==> config.mk <==
export PLATFORM = sky130hd
export DESIGN_NAME = mem_contention_ctrl
export DESIGN_NICKNAME = d
export VERILOG_FILES = /design/src/rtl/memc_pkg.sv /design/src/rtl/cont_frame_timer.sv /design/src/rtl/cont_addr_decode.sv /design/src/rtl/cont_delay_lut.sv /design/src/rtl/mem_contention_ctrl.sv
export SDC_FILE = /design/constraint.sdc
export NUM_CORES = 1
export LEC_CHECK = 0
export BUFFER_PORTS_ARGS = -buffer_cell sky130_fd_sc_hd__buf_2
export CAP_MARGIN = 20
export CORE_ASPECT_RATIO = 0.8
export CORE_MARGIN = 10
export CORE_UTILIZATION = 35
export CTS_CLUSTER_SIZE = 24
export DETAILED_ROUTE_END_ITERATION = 10
export GPL_ROUTABILITY_DRIVEN = 0
export HOLD_SLACK_MARGIN = 0.1
export PLACE_DENSITY = 0.7
export REMOVE_ABC_BUFFERS = 1
export SLEW_MARGIN = 15
export SYNTH_ARGS = -nofsm -noshare
export SYNTH_HDL_FRONTEND = slang
export SYNTH_SLANG_ARGS = --single-unit
==> constraint.sdc <==
create_clock -name clk -period 1.4 [get_ports clk]
set_input_delay 0.28 -clock clk [delete_from_list [all_inputs] [get_ports clk]]
set_output_delay 0.28 -clock clk [all_outputs]
set_load 0.01 [all_outputs]
==> src/rtl/memc_pkg.sv <==
package memc_pkg;

  typedef enum logic [1:0] {
    RGN_LOW    = 2'b00,
    RGN_SCREEN = 2'b01,
    RGN_MID    = 2'b10,
    RGN_PAGED  = 2'b11
  } mem_region_e;

  localparam int unsigned DEF_FRAME_LEN  = 70908;
  localparam int unsigned DEF_LINE_LEN   = 228;
  localparam int unsigned DEF_CONT_START = 14361;
  localparam int unsigned DEF_CONT_LINES = 192;
  localparam int unsigned DEF_CONT_SPAN  = 128;
  localparam int unsigned DEF_IRQ_LEN    = 36;
  localparam int unsigned DEF_MAX_WAIT   = 6;
  localparam int unsigned DEF_PERIOD     = 8;

endpackage

==> src/rtl/cont_frame_timer.sv <==
module cont_frame_timer #(
  parameter int unsigned FRAME_LEN  = memc_pkg::DEF_FRAME_LEN,
  parameter int unsigned LINE_LEN   = memc_pkg::DEF_LINE_LEN,
  parameter int unsigned CONT_START = memc_pkg::DEF_CONT_START,
  parameter int unsigned CONT_LINES = memc_pkg::DEF_CONT_LINES,
  parameter int unsigned IRQ_LEN    = memc_pkg::DEF_IRQ_LEN,
  parameter int unsigned TS_W       = $clog2(FRAME_LEN),
  parameter int unsigned COL_W      = $clog2(LINE_LEN)
) (
  input  logic             clk,
  input  logic             rst,
  output logic [TS_W-1:0]  tstate,
  output logic [COL_W-1:0] line_pos,
  output logic             in_window,
  output logic             irq
);

  localparam int unsigned CONT_END    = CONT_START + CONT_LINES * LINE_LEN;
  localparam int unsigned POS_AT_ZERO = (LINE_LEN - (CONT_START % LINE_LEN)) % LINE_LEN;

  localparam logic [TS_W-1:0]  T_LAST   = TS_W'(FRAME_LEN - 1);
  localparam logic [TS_W-1:0]  T_START  = TS_W'(CONT_START);
  localparam logic [TS_W-1:0]  T_END    = TS_W'(CONT_END);
  localparam logic [TS_W-1:0]  T_IRQ    = TS_W'(IRQ_LEN);
  localparam logic [COL_W-1:0] POS_LAST = COL_W'(LINE_LEN - 1);
  localparam logic [COL_W-1:0] POS_INIT = COL_W'(POS_AT_ZERO);

  logic at_frame_end;

  assign at_frame_end = (tstate == T_LAST);

  // frame T-state counter
  always_ff @(posedge clk) begin
    if (rst) begin
      tstate <= '0;
    end else if (at_frame_end) begin
      tstate <= '0;
    end else begin
      tstate <= tstate + TS_W'(1);
    end
  end

  // line position counter, phased so that it reads 0 at the window start
  always_ff @(posedge clk) begin
    if (rst) begin
      line_pos <= POS_INIT;
    end else if (at_frame_end) begin
      line_pos <= POS_INIT;
    end else if (line_pos == POS_LAST) begin
      line_pos <= '0;
    end else begin
      line_pos <= line_pos + COL_W'(1);
    end
  end

  assign in_window = (tstate >= T_START) && (tstate < T_END);
  assign irq       = (tstate < T_IRQ);

  AST_TS_RANGE: assert property (@(posedge clk) disable iff (rst)
    tstate <= T_LAST);
  AST_TS_WRAP: assert property (@(posedge clk) disable iff (rst)
    (tstate == T_LAST) |=> (tstate == '0));
  AST_TS_STEP: assert property (@(posedge clk) disable iff (rst)
    (tstate != T_LAST) |=> (tstate == $past(tstate) + TS_W'(1)));
  AST_POS_ALIGN: assert property (@(posedge clk) disable iff (rst)
    (tstate == T_START) |-> (line_pos == '0));
  AST_IRQ_EDGE: assert property (@(posedge clk) disable iff (rst)
    $rose(irq) |-> (tstate == '0));

endmodule

==> src/rtl/cont_addr_decode.sv <==
module cont_addr_decode #(
  parameter int unsigned ADDR_W    = 16,
  parameter int unsigned BANK_W    = 3,
  parameter int unsigned NUM_BANKS = 1 << BANK_W
) (
  input  logic [ADDR_W-1:0] addr,
  input  logic [BANK_W-1:0] bank,
  output logic              contended
);
  import memc_pkg::*;

  mem_region_e       region;
  logic [NUM_BANKS-1:0] bank_slow;

  // banks sharing memory with the video fetches: the odd-numbered ones
  for (genvar b = 0; b < NUM_BANKS; b++) begin : g_bank
    assign bank_slow[b] = ((b % 2) == 1);
  end

  assign region = mem_region_e'(addr[ADDR_W-1 -: 2]);

  always_comb begin
    unique case (region)
      RGN_SCREEN: contended = 1'b1;
      RGN_PAGED:  contended = bank_slow[bank];
      default:    contended = 1'b0;
    endcase
  end

endmodule

==> src/rtl/cont_delay_lut.sv <==
module cont_delay_lut #(
  parameter int unsigned CONT_SPAN = memc_pkg::DEF_CONT_SPAN,
  parameter int unsigned MAX_WAIT  = memc_pkg::DEF_MAX_WAIT,
  parameter int unsigned PERIOD    = memc_pkg::DEF_PERIOD,
  parameter int unsigned COL_W     = 8,
  parameter int unsigned WAIT_W    = $clog2(MAX_WAIT + 1)
) (
  input  logic [COL_W-1:0]  line_pos,
  input  logic              in_window,
  output logic [WAIT_W-1:0] wait_cnt
);

  localparam int unsigned PH_W = $clog2(PERIOD);
  localparam logic [COL_W-1:0]  SPAN_END = COL_W'(CONT_SPAN);
  localparam logic [WAIT_W-1:0] W_MAX    = WAIT_W'(MAX_WAIT);

  logic [PH_W-1:0] phase;
  logic            active;

  assign phase  = line_pos[PH_W-1:0];
  assign active = in_window && (line_pos < SPAN_END);

  always_comb begin
    if (!active) begin
      wait_cnt = '0;
    end else if (WAIT_W'(phase) < W_MAX) begin
      wait_cnt = W_MAX - WAIT_W'(phase);
    end else begin
      wait_cnt = '0;
    end
  end

endmodule

==> src/rtl/mem_contention_ctrl.sv <==
module mem_contention_ctrl #(
  parameter int unsigned ADDR_W     = 16,
  parameter int unsigned BANK_W     = 3,
  parameter int unsigned FRAME_LEN  = memc_pkg::DEF_FRAME_LEN,
  parameter int unsigned LINE_LEN   = memc_pkg::DEF_LINE_LEN,
  parameter int unsigned CONT_START = memc_pkg::DEF_CONT_START,
  parameter int unsigned CONT_LINES = memc_pkg::DEF_CONT_LINES,
  parameter int unsigned CONT_SPAN  = memc_pkg::DEF_CONT_SPAN,
  parameter int unsigned IRQ_LEN    = memc_pkg::DEF_IRQ_LEN,
  parameter int unsigned MAX_WAIT   = memc_pkg::DEF_MAX_WAIT,
  parameter int unsigned PERIOD     = memc_pkg::DEF_PERIOD,
  parameter int unsigned TS_W       = $clog2(FRAME_LEN),
  parameter int unsigned WAIT_W     = $clog2(MAX_WAIT + 1)
) (
  input  logic              clk,
  input  logic              rst,
  input  logic              req_valid,
  output logic              req_ready,
  input  logic [ADDR_W-1:0] req_addr,
  input  logic [BANK_W-1:0] req_bank,
  output logic              rsp_valid,
  input  logic              rsp_ready,
  output logic              rsp_contended,
  output logic [WAIT_W-1:0] rsp_wait,
  output logic [TS_W-1:0]   tstate,
  output logic              frame_irq
);

  localparam int unsigned COL_W = $clog2(LINE_LEN);
  localparam logic [WAIT_W-1:0] W_MAX = WAIT_W'(MAX_WAIT);

  logic [COL_W-1:0]  line_pos;
  logic              in_window;
  logic              addr_slow;
  logic [WAIT_W-1:0] slot_wait;
  logic              take_req;

  cont_frame_timer #(
    .FRAME_LEN (FRAME_LEN),
    .LINE_LEN  (LINE_LEN),
    .CONT_START(CONT_START),
    .CONT_LINES(CONT_LINES),
    .IRQ_LEN   (IRQ_LEN),
    .TS_W      (TS_W),
    .COL_W     (COL_W)
  ) u_timer (
    .clk      (clk),
    .rst      (rst),
    .tstate   (tstate),
    .line_pos (line_pos),
    .in_window(in_window),
    .irq      (frame_irq)
  );

  cont_addr_decode #(
    .ADDR_W(ADDR_W),
    .BANK_W(BANK_W)
  ) u_decode (
    .addr     (req_addr),
    .bank     (req_bank),
    .contended(addr_slow)
  );

  cont_delay_lut #(
    .CONT_SPAN(CONT_SPAN),
    .MAX_WAIT (MAX_WAIT),
    .PERIOD   (PERIOD),
    .COL_W    (COL_W),
    .WAIT_W   (WAIT_W)
  ) u_delay (
    .line_pos (line_pos),
    .in_window(in_window),
    .wait_cnt (slot_wait)
  );

  assign req_ready = !rsp_valid || rsp_ready;
  assign take_req  = req_valid && req_ready;

  // single output register; refilled only when empty or being drained
  always_ff @(posedge clk) begin
    if (rst) begin
      rsp_valid     <= 1'b0;
      rsp_contended <= 1'b0;
      rsp_wait      <= '0;
    end else if (req_ready) begin
      rsp_valid <= req_valid;
      if (take_req) begin
        rsp_contended <= addr_slow;
        rsp_wait      <= addr_slow ? slot_wait : '0;
      end
    end
  end

  AST_RSP_HOLD: assert property (@(posedge clk) disable iff (rst)
    (rsp_valid && !rsp_ready) |=> (rsp_valid && $stable(rsp_wait) && $stable(rsp_contended)));
  AST_FREE_ZERO: assert property (@(posedge clk) disable iff (rst)
    (rsp_valid && !rsp_contended) |-> (rsp_wait == '0));
  AST_WAIT_MAX: assert property (@(posedge clk) disable iff (rst)
    rsp_valid |-> (rsp_wait <= W_MAX));
  AST_SCREEN_SLOW: assert property (@(posedge clk) disable iff (rst)
    (take_req && (req_addr[ADDR_W-1 -: 2] == 2'b01)) |=> (rsp_valid && rsp_contended));
  AST_LOWER_FREE: assert property (@(posedge clk) disable iff (rst)
    (take_req && !req_addr[ADDR_W-2]) |=> (rsp_valid && !rsp_contended));
  AST_OUT_WINDOW: assert property (@(posedge clk) disable iff (rst)
    (take_req && !in_window) |=> (rsp_wait == '0));
  AST_RESET_EMPTY: assert property (@(posedge clk)
    rst |=> !rsp_valid);

endmodule

==> results of run 1 <==
## synthesized netlist by cell type (2+ instances only)
| master | number |
|---|---|
| a21oi_1 | 3 |
| a22o_1 | 3 |
| and3_1 | 4 |
| buf_2 | 3 |
| buf_4 | 2 |
| dfxtp_1 | 30 |
| ha_1 | 3 |
| inv_1 | 5 |
| nand2_1 | 11 |
| nand3_1 | 12 |
| nand4_1 | 2 |
| nor2_1 | 31 |
| nor3_1 | 6 |
| nor4_1 | 2 |
| nor4_2 | 2 |
| or2_1 | 2 |
| or4_1 | 2 |
| xnor2_1 | 11 |
| xor2_1 | 10 |
## final cells by class
type	instances	share of cell area [%]
Clock buffer	6	3.407
Sequential cell	30	25.25
Tap cell	55	2.839
Multi-Input combinational cell	122	40.11
Timing Repair Buffer	86	25.14
Inverter	5	0.7744
Clock inverter	2	2.478
## critical path, stage by stage, from the launching register on
cell     delay [ps]
dfxtp_1         310
or2_1           250
or4_4           450
nor2_4          130
buf_6           110
## report_power, final
| part | internal (mW) | total (mW) | switching, mW |
|---|---|---|---|
| combinational | 0.117 | 0.218 | 0.101 |
| sequential | 0.880 | 0.909 | 0.0294 |
| clock | 0.759 | 1.09 | 0.330 |
| total | 1.76 | 2.22 | 0.461 |
## cell families after synthesis
logic type,count (synthesis)
flip-flops,30
buffers and inverters,11
XOR/XNOR,21
adder cells (fa/ha/maj),3
AND/OR/NAND/NOR,83
AO/OA/AOI/OAI,15
## routing by layer
metal	share of wire, %	global-route usage [%]
met5	0	0
met4	0.62	3.538
met3	5.5	4.135
met2	49	20.35
met1	45	15.44
## through the flow
stage	util (%)	cell area [µm²]
6_report	62.08	2424
5_1_grt	62.08	2424
4_1_cts	59.39	2318
3_5_place_dp	51.22	1999
3_3_place_gp	51.22	1999
2_1_floorplan	-	1413
## flip-flops by register name, summed over array words and instances, names as in the netlist
| register | flops |
|---|---|
| rsp_wait | 3 |
| u_timer.line_pos | 8 |
| rsp_valid | 1 |
| u_timer.tstate | 17 |
| rsp_contended | 1 |
## how the worst min path moves through the flow
stage / cells past startpoint / start / to
floorplan: 1 / rst / rsp_contended$_SDFFE_PP0P_
finish: 3 / req_valid / rsp_contended$_SDFFE_PP0P_
global route: 3 / req_valid / rsp_contended$_SDFFE_PP0P_
detailed placement: 2 / rsp_contended$_SDFFE_PP0P_ / rsp_contended$_SDFFE_PP0P_
CTS: 3 / req_valid / rsp_contended$_SDFFE_PP0P_
global placement: 2 / rsp_contended$_SDFFE_PP0P_ / rsp_contended$_SDFFE_PP0P_
## timing repair
item / 4_1_cts / 5_1_grt
endpoints found under the setup margin: 29 / 30
pin swaps: 23 / 13
buffers inserted: 4 / 1
resized for setup: 33 / 26
cloned: 2 / 0
==> reports/results.tsv, run 1 <==
metric	value	unit
DIE AREA	7148	µm²
max_cap viols	0	
Pleak	1.042	nW
FMAX	555.6	MHz
worst-margin pin slew	307.4	ps
Compound-Gate Fraction of Synth Area	9.208	%
CP endpoint kind	primary output	
Post-Synth Adder-Cell Area	2.582	%
main combinational cell family by area after synthesis	simple AND/OR/NAND/NOR gates	
clock-pin slew on the worst setup and hold paths	60	ps
R2R depth	7	
Post-synth top flop	dfxtp_1	
Post-Layout Cell Count	306	
reg2reg end	rsp_wait[1]$_SDFFE_PP0P_	
num rows	20	
Slew HR	79.42	%
via count	1500	
mux cell area share after synthesis	0	%
setup_tns	-6432	ps
Setup crit start	u_timer.tstate[14]$_SDFF_PP0_	
per-cell routed wire length	14.81	µm
DP Cell Count	291	
first-pass GRT wire length	7.389	mm
Yosys reg bits	30	
clock latency on the worst-skew pair	280	ps
post-DP HPWL	3.093	mm
Yosys warnings	0	
share of cells above drive strength 1	55.78	%
Initial Util	37.24	%
dpl ws	-268.3	ps
vias in the first global route	1589	
clk sinks	30	
antenna-violating nets left	0	
Tightest Hold Check Type	in -> reg	
Initial DRC Count	49	
sequential area share after synthesis	41.31	%
commonest cells after routing, fill and taps aside	49 x buf_4, 28 x buf_2, 25 x dfxtp_1, 17 x nor2_2, 12 x nor2_1	
asr flop ratio synth	0	%
total CTS buffers	5	
share of the synthesized area in the top cell type	41.31	%
failing checks	negative setup slack	
kind of critical path	reg -> out	
Fin. Hold Viols	0	
RSZ-0062 raised after global routing	true	
Die Width	92.06	µm
Filler cells	325	
clk buf depth	2	
initial antenna violation count	0	
nets	276	
Inserted Diodes	0	
post-DR vias/cell	4.902	
post-synthesis cell type count	38	
Tot GR Track Use	12.53	%
final setup fails	29	
Setup crit end	frame_irq	
CTS Root Cell	clkbuf_8	
mapped cell area	1454	µm²
CTS H-tree lvls	2	
fin crit period	1800	ps
Area Overhead vs Synth	66.70	%
Syn Inst Count	163	
CTS tree	done	
Simple-Gate Fraction of Synth Area	30.12	%
Reg2Reg Setup Slack	-320	ps
worst setup margin	-399.7	ps
drt first pass iters	4	
register area	611.8	µm²
Reg2Reg Launch Point	u_timer.tstate[14]$_SDFF_PP0_	
Final Cycle Share	128.6	%
pin count of the biggest net entering global routing	11	
Arr. time, crit path	1520	ps
Core ar.	3904	µm²
Crit Path Max Fanout	2	
maximum VDD drop	0.0007056	V
commonest non-fill, non-tap cell in the layout	buf_4	
Routed WL	4.531	mm
Final Skew	9.823	ps
Residual DRC	0	
cell taking the most area after synthesis	dfxtp_1	
max-slew violations	0	
outcome	finished, violations left	
Tot Pwr	2.216	mW
most area-consuming cells after synthesis	dfxtp_1 41%, nor2_1 8.0%, xnor2_1 6.6%	
Hold WS	303.9	ps
remaining global-route overflow	0	
top-level I/O count	47	
Avg Cell Area, Syn	8.920	µm²
number of buffers added on ports	30	
area of the multi-input gates	972.2	µm²
cts hold-fix bufs	0	
XOR/XNOR share of the synthesized area	12.65	%
Vert. Die Dim	77.65	µm
WP data required	1120	ps
PwrDens	914.5	nW/µm²
number of flops mapped to enable cells by yosys	0	
CP Launch Type	register	
No activity file was read; power rests on OpenSTA's default activity.
==> inputs of run 2 (changes only) <==
--- a/config.mk
+++ b/config.mk
@@ -5,6 +5,7 @@
 export SDC_FILE = /design/constraint.sdc
 export NUM_CORES = 1
 export LEC_CHECK = 0
+export ABC_AREA = 1
 export BUFFER_PORTS_ARGS = -buffer_cell sky130_fd_sc_hd__buf_2
 export CAP_MARGIN = 20
 export CORE_ASPECT_RATIO = 0.8
@@ -14,8 +15,7 @@
 export DETAILED_ROUTE_END_ITERATION = 10
 export GPL_ROUTABILITY_DRIVEN = 0
 export HOLD_SLACK_MARGIN = 0.1
-export PLACE_DENSITY = 0.7
-export REMOVE_ABC_BUFFERS = 1
+export PLACE_DENSITY = 0.69
 export SLEW_MARGIN = 15
 export SYNTH_ARGS = -nofsm -noshare
 export SYNTH_HDL_FRONTEND = slang
==> run 2 against run 1 <==
Against the previous run: clock skew down 4.5 ps; the flow still finishes with violations (negative setup slack); die area up 9.7%; critical endpoint unchanged; maximum frequency up 14%; flip-flop and latch count unchanged; first-iteration DRC count rose to 3.7 times the previous value; highest routed layer unchanged.
==> reports/results.tsv, run 2 <==
metric	value	unit	change
initial antenna violation count	0		unchanged
top flop regs	u_timer.tstate x17, u_timer.line_pos x8, rsp_wait x3		unchanged
Top Metal Used	met4		unchanged
via count	1806		was 1500
Yosys reg bits	30		unchanged
clock latency on the worst-skew pair	290	ps	was 280 ps
most used cell, CP	nor3_2		
final setup fails	12		was 29
num rows	22		was 20
commonest non-fill, non-tap cell in the layout	nand2_1		was buf_4
CTS H-tree lvls	2		unchanged
DIE AREA	7842	µm²	was 7148 µm²
CTS Root Cell	clkbuf_8		unchanged
Post-synth top flop	dfxtp_1		unchanged
Initial Util	35.90	%	was 37.24%
clk buf depth	2		unchanged
CP endpoint kind	primary output		unchanged
main combinational cell family by area after synthesis	simple AND/OR/NAND/NOR gates		unchanged
max_cap viols	0		unchanged
commonest cells after routing, fill and taps aside	47 x nand2_1, 31 x buf_4, 30 x buf_2, 25 x inv_1, 22 x nor2_1		was 49 x buf_4, 28 x buf_2, 25 x dfxtp_1, 17 x nor2_2, 12 x nor2_1
Tot Pwr	1.860	mW	was 2.216 mW
Routed WL	5.254	mm	was 4.531 mm
most area-consuming cells after synthesis	dfxtp_1 37%, nand2_1 12%, inv_1 7.6%		was dfxtp_1 41%, nor2_1 8.0%, xnor2_1 6.6%
Fin. Hold Viols	0		unchanged
Tightest Hold Check Type	in -> reg		unchanged
nets	341		was 276
Die Width	96.54	µm	was 92.06 µm
wl on met1	2.207	mm	was 2.039 mm
Mapped Nets	266		
met2 wire len	2.634	mm	was 2.214 mm
Final Cycle Share	112.6	%	was 128.6%
mux cell area share after synthesis	0	%	unchanged
vias in the first global route	1701		was 1589
cell taking the most area after synthesis	dfxtp_1		unchanged
CTS tree	done		unchanged
worst-margin pin slew	787.0	ps	was 307.4 ps
Tot GR Track Use	12.97	%	was 12.53%
total CTS buffers	5		unchanged
Compound-Gate Fraction of Synth Area	7.323	%	was 9.208%
Residual DRC	0		unchanged
fin area	2559	µm²	was 2424 µm²
asr flop ratio synth	0	%	unchanged
Pleak	1.098	nW	was 1.042 nW
share of cells above drive strength 1	51.75	%	was 55.78%
Critical Path, Cell by Cell	inv_2 > nand2_2 > nor3_2 > nand3_1 > nor3_2 > buf_2		was or2_1 > or4_4 > nor2_4 > buf_6
Post-Synth Adder-Cell Area	2.288	%	was 2.582%
first-pass GRT wire length	7.893	mm	was 7.389 mm
post-DP HPWL	3.303	mm	was 3.093 mm
share of the synthesized area in the top cell type	36.61	%	was 41.31%
WHS Path Cells	2		was 3
Inserted Diodes	0		unchanged
fin crit period	1577	ps	was 1800 ps
post-synthesis cell type count	27		was 38
remaining global-route overflow	0		unchanged
Initial DRC Count	179		was 49
Post-synth top cells	54 x nand2_1, 33 x inv_1, 31 x nor2_1, 30 x dfxtp_1, 22 x nand3_1		was 31 x nor2_1, 30 x dfxtp_1, 12 x nand3_1, 11 x nand2_1, 11 x xnor2_1
Reg2Reg Launch Point	u_timer.tstate[3]$_SDFF_PP0_		was u_timer.tstate[14]$_SDFF_PP0_
Vert. Die Dim	81.23	µm	was 77.65 µm
top-level I/O count	47		unchanged
mapped cell area	1640	µm²	was 1454 µm²
Arr. time, crit path	1300	ps	was 1520 ps
placed cell areas	2058	µm²	was 1999 µm²
Reg2Reg Setup Slack	-80	ps	was -320 ps
WHS Endpoint	rsp_wait[2]$_SDFFE_PP0P_		was rsp_contended$_SDFFE_PP0P_
sequential area share after synthesis	36.61	%	was 41.31%
Slew HR	47.48	%	was 79.42%
per-cell routed wire length	14.01	µm	was 14.81 µm
Crit Path Max Fanout	2		unchanged
Yosys warnings	0		unchanged
Filler cells	425		was 325
drt first pass iters	4		unchanged
failing checks	negative setup slack		unchanged
number of buffers added on ports	30		unchanged
FMAX	634.1	MHz	was 555.6 MHz
outcome	finished, violations left		unchanged
number of flip-flops under the largest register name	17		unchanged
antenna-violating nets left	0		unchanged
number of flops mapped to enable cells by yosys	0		unchanged
Largest Register	u_timer.tstate		unchanged
R2R depth	8		was 7
XOR/XNOR share of the synthesized area	4.272	%	was 12.65%
post-DR vias/cell	4.816		was 4.902
Simple-Gate Fraction of Synth Area	39.59	%	was 30.12%
Syn Inst Count	240		was 163
reg2reg end	rsp_wait[0]$_SDFFE_PP0P_		was rsp_wait[1]$_SDFFE_PP0P_
area of the multi-input gates	1184	µm²	was 972.2 µm²
hold_sp	rst		was req_valid
pin count of the biggest net entering global routing	10		was 11
Final Skew	5.328	ps	was 9.823 ps
Core ar.	4569	µm²	was 3904 µm²
Avg Cell Area, Syn	6.835	µm²	was 8.920 µm²
clock-pin slew on the worst setup and hold paths	60	ps	about the same
register area	621.8	µm²	was 611.8 µm²
maximum VDD drop	0.0005571	V	was 0.0007056 V
kind of critical path	reg -> out		unchanged
max-slew violations	0		unchanged
PwrDens	726.9	nW/µm²	was 914.5 nW/µm²
Area Overhead vs Synth	55.99	%	was 66.70%
worst setup margin	-177.0	ps	was -399.7 ps
clk sinks	30		unchanged
highest-delay cell along the critical path	dfxtp_2		was or4_4
top-count cell post-synth	nand2_1		was nor2_1
RSZ-0062 raised after global routing	true		unchanged
CP Launch Type	register		unchanged
WL met3	249	µm	was 248 µm
WP data required	1120	ps	about the same
crit-path max cell delay	320	ps	was 450 ps
## run 2: worst max-delay path: cells and delay by family, from the launching register on
family,cells,cell delay (ps)
buffers and inverters,2,210
AND/OR/NAND/NOR,4,470
flip-flops,1,320
## run 2: stage by stage
stage	worst slack [ps]	util, %	hold WS, ps	cells	TNS [ps]
4_1_cts	-227.8	50.85	231.9	371	-234.8
5_1_grt	-278.9	56.00	239.8	375	-1981
3_5_place_dp	-44.79	45.04	449.2	356	-347.0
6_report	-177.0	56.00	223.1	375	-511.6
2_1_floorplan	-3.559	-	349.1	240	-3.559
3_3_place_gp	-18.37	45.04	448.0	356	-88.63
## run 2: routing by layer
metal	up-vias	GRT usage [%]
met4	0	7.391
met5	-	0
li1	911	-
met1	834	15.78
met3	15	3.687
met2	46	20.07
## run 2: how the worst max path moves through the flow
stage,from,to,slack (ps),cells after the start
after floorplan,u_timer.tstate[12]$_SDFF_PP0_,u_timer.tstate[11]$_SDFF_PP0_,-4,7
after global placement,u_timer.tstate[11]$_SDFF_PP0_,u_timer.line_pos[1]$_SDFF_PP1_,-20,6
after detailed placement,u_timer.line_pos[1]$_SDFF_PP1_,u_timer.line_pos[7]$_SDFF_PP0_,-40,7
after CTS,u_timer.tstate[13]$_SDFF_PP0_,frame_irq,-230,6
after global routing,u_timer.tstate[10]$_SDFF_PP0_,frame_irq,-280,6
final,u_timer.tstate[13]$_SDFF_PP0_,frame_irq,-180,6
## run 2: timing repair
| action | 4_1_cts | 5_1_grt |
|---|---|---|
| cloned | 2 | 1 |
| hold buffers | 0 | 0 |
| resized for setup | 28 | 61 |
| pin swaps | 16 | 26 |
| setup endpoints to repair | 21 | 29 |
| setup buffers | 6 | 3 |
## run 2: cells by family (layout without fill, tap and decap cells)
kind of cell	Yosys count	in the layout
and+or+nand+nor	139	142
buffers and inverters	38	110
DFF	30	30
xor gates and xnor gates	8	8
adders and majority gates	3	3
AOI/OAI and AO/OA	22	22
## run 2: layout make-up
class | instances | share of cell area, %
well taps | 60 | 2.934
multi-input cells | 175 | 46.26
flip-flops and latches | 30 | 24.30
clock buffers | 7 | 3.374
repair buffers | 67 | 17.75
inverters | 36 | 5.379
## run 2: report_power, final
part,switching (mW),internal (mW),total (mW)
Combinational,0.127,0.111,0.238
Clock,0.325,0.389,0.714
Sequential,0.0276,0.880,0.907
Total,0.480,1.38,1.86
==> inputs of run 3 (changes only) <==
--- a/config.mk
+++ b/config.mk
@@ -16,6 +16,7 @@
 export GPL_ROUTABILITY_DRIVEN = 0
 export HOLD_SLACK_MARGIN = 0.1
 export PLACE_DENSITY = 0.69
+export SETUP_SLACK_MARGIN = 0.05
 export SLEW_MARGIN = 15
 export SYNTH_ARGS = -nofsm -noshare
 export SYNTH_HDL_FRONTEND = slang
==> run 3 against run 2 <==
Against the previous run: the run still ends with negative setup slack left; core utilization is 1.7 points lower; register-to-register slack about the same; flip-flop and latch count did not move; largest cell class unchanged; clock skew up 1.7 ps.
==> reports/results.tsv, run 3 (synthesized netlist as in run 2, its figures left out) <==
metric	value	unit	change
outcome	finished, violations left		unchanged
failing checks	negative setup slack		unchanged
Final Skew	6.999	ps	was 5.328 ps
Routed WL	4.874	mm	was 5.254 mm
WP data required	1120	ps	about the same
switch share	25.73	%	was 25.79%
Slew HR	58.18	%	was 47.48%
max-slew violations	0		unchanged
Fin. Hold Viols	0		unchanged
CP endpoint kind	primary output		unchanged
share of power burned in registers	50.7	%	was 48.8%
number of buffers added on ports	30		unchanged
FMAX	648.5	MHz	was 634.1 MHz
Sw Pwr	0.4580	mW	was 0.4796 mW
Initial Util	35.90	%	unchanged
commonest non-fill, non-tap cell in the layout	nand2_1		unchanged
Largest Register	u_timer.tstate		unchanged
post-DR vias/cell	4.806		was 4.816
number of flip-flops under the largest register name	17		unchanged
remaining global-route overflow	0		unchanged
PwrDens	717.7	nW/µm²	was 726.9 nW/µm²
top-level I/O count	47		unchanged
maximum VDD drop	0.0005613	V	was 0.0005571 V
clock-pin slew on the worst setup and hold paths	60	ps	about the same
Residual DRC	0		unchanged
clk buf depth	2		unchanged
post-DP HPWL	3.262	mm	was 3.303 mm
via count	1788		was 1806
Vert. Die Dim	81.23	µm	unchanged
CP Launch Type	register		unchanged
Inserted Diodes	0		unchanged
total CTS buffers	5		unchanged
first-pass GRT wire length	7.624	mm	was 7.893 mm
drt first pass iters	4		unchanged
Pleak	1.055	nW	was 1.098 nW
Tot GR Track Use	12.23	%	was 12.97%
DIE AREA	7842	µm²	unchanged
combinational fraction of design power	12.5	%	was 12.8%
kind of critical path	reg -> out		unchanged
grt met2 use	20.00	%	was 20.07%
WHS Path Cells	2		unchanged
grt met1 use	14.92	%	was 15.78%
Tightest Hold Check Type	in -> reg		unchanged
top flop regs	u_timer.tstate x17, u_timer.line_pos x8, rsp_wait x3		unchanged
Internal Power	1.322	mW	was 1.380 mW
Top Usage Layer GRT	met2		unchanged
Filler cells	441		was 425
worst setup margin	-142.1	ps	was -177.0 ps
Tot Pwr	1.780	mW	was 1.860 mW
final setup fails	25		was 12
global routing usage on met3	4.608	%	was 3.687%
share of cells above drive strength 1	50.32	%	was 51.75%
antenna-violating nets left	0		unchanged
Final Cycle Share	110.1	%	was 112.6%
clock latency on the worst-skew pair	290	ps	about the same
vias in the first global route	1722		was 1701
Area Overhead vs Synth	51.18	%	was 55.99%
Core ar.	4569	µm²	unchanged
commonest cells after routing, fill and taps aside	48 x nand2_1, 31 x buf_4, 30 x buf_2, 24 x inv_1, 20 x nor2_1		was 47 x nand2_1, 31 x buf_4, 30 x buf_2, 25 x inv_1, 22 x nor2_1
clk sinks	30		unchanged
per-cell routed wire length	13.10	µm	was 14.01 µm
RSZ-0062 raised after global routing	true		unchanged
max_cap viols	0		unchanged
Initial DRC Count	108		was 179
clock share of power	36.8	%	was 38.4%
pin count of the biggest net entering global routing	9		was 10
R2R depth	7		was 8
Crit Path Max Fanout	3		was 2
num rows	22		unchanged
worst-margin pin slew	626.6	ps	was 787.0 ps
initial antenna violation count	0		unchanged
Die Width	96.54	µm	unchanged
fin crit period	1542	ps	was 1577 ps
CTS Root Cell	clkbuf_8		unchanged
nets	338		was 341
Arr. time, crit path	1260	ps	was 1300 ps
CTS H-tree lvls	2		unchanged
CTS tree	done		unchanged
final core utilization	54.27	%	was 56.00%
==> run 3: cell types whose count changed in the layout (fill, tap and decap cells not counted), moves of 2 or more <==
cell     delta
dfxtp_4     +4
o21ai_1     -2
nor3_2      -2
nor2_1      -2
o21ai_0     +2
nor2_2      +4
nor2_4      -2
buf_6       -2
nand3_2     -4
dfxtp_2     -5
nand3_1     +3
nand2_8     -2
inv_2       +2
==> run 3: layer usage <==
| layer | up-vias | wire [µm] |
|---|---|---|
| li1 | 909 | - |
| met4 | 0 | 53 |
| met2 | 41 | 2414 |
| met5 | - | 0 |
| met3 | 7 | 253 |
| met1 | 831 | 2153 |
==> run 3: cell type report <==
cell class	count	area, µm²	area share (%)
multi-input cells	175	1146	46.22
flip-flops and latches	30	630.6	25.43
repair buffers	64	416.7	16.80
inverters	36	135.1	5.449
clock buffers	7	76.32	3.078
well taps	60	75.07	3.027
==> run 3: power groups by stage <==
| stage | clock network [mW] | logic, mW | registers (mW) |
|---|---|---|---|
| 5_1_grt | 0.700 | 0.245 | 0.907 |
| 3_3_place_gp | 0 | 0.151 | 0.921 |
| 2_1_floorplan | 0 | 0.0909 | 0.924 |
| 4_1_cts | 0.659 | 0.186 | 0.906 |
| 6_report | 0.655 | 0.222 | 0.903 |
| 3_5_place_dp | 0 | 0.153 | 0.922 |
==> run 3: critical path, cell delays in order, from the launching register on <==
cell and delay, ps:
dfxtp_2 330, inv_2 70, nand2_4 60, nor2_4 90, nand2_2 90, nor3_2 190, buf_2 160
==> run 3: repair_timing <==
action	CTS	global route
gates resized for setup	28	40
pin swaps	12	25
gates cloned	3	0
setup endpoints to repair	28	30
hold buffers	0	0
setup buffers	4	4
==> run 3: stage by stage <==
| step | setup TNS, ps | std cells | hold slack (ps) | worst slack [ps] | cell area [µm²] |
|---|---|---|---|---|---|
| after floorplan | 0 | 240 | 349.1 | 57.94 | 1695 |
| after global placement | -88.46 | 354 | 448.0 | -16.10 | 2085 |
| after detailed placement | -453.3 | 354 | 452.3 | -78.94 | 2085 |
| after CTS | -1936 | 368 | 233.3 | -152.1 | 2331 |
| after global routing | -4175 | 372 | 232.3 | -198.3 | 2480 |
| final | -1412 | 372 | 234.9 | -142.1 | 2480 |
==> run 3: worst paths after layout <==
kind / start / end / slack (ps)
worst max-delay path: u_timer.tstate[14]$_SDFF_PP0_ / frame_irq / -140
worst min-delay path: rst / rsp_wait[1]$_SDFFE_PP0P_ / 230
worst max register to register: u_timer.tstate[11]$_SDFF_PP0_ / u_timer.line_pos[6]$_SDFF_PP0_ / -70
worst min register to register: rsp_wait[1]$_SDFFE_PP0P_ / rsp_wait[1]$_SDFFE_PP0P_ / 470
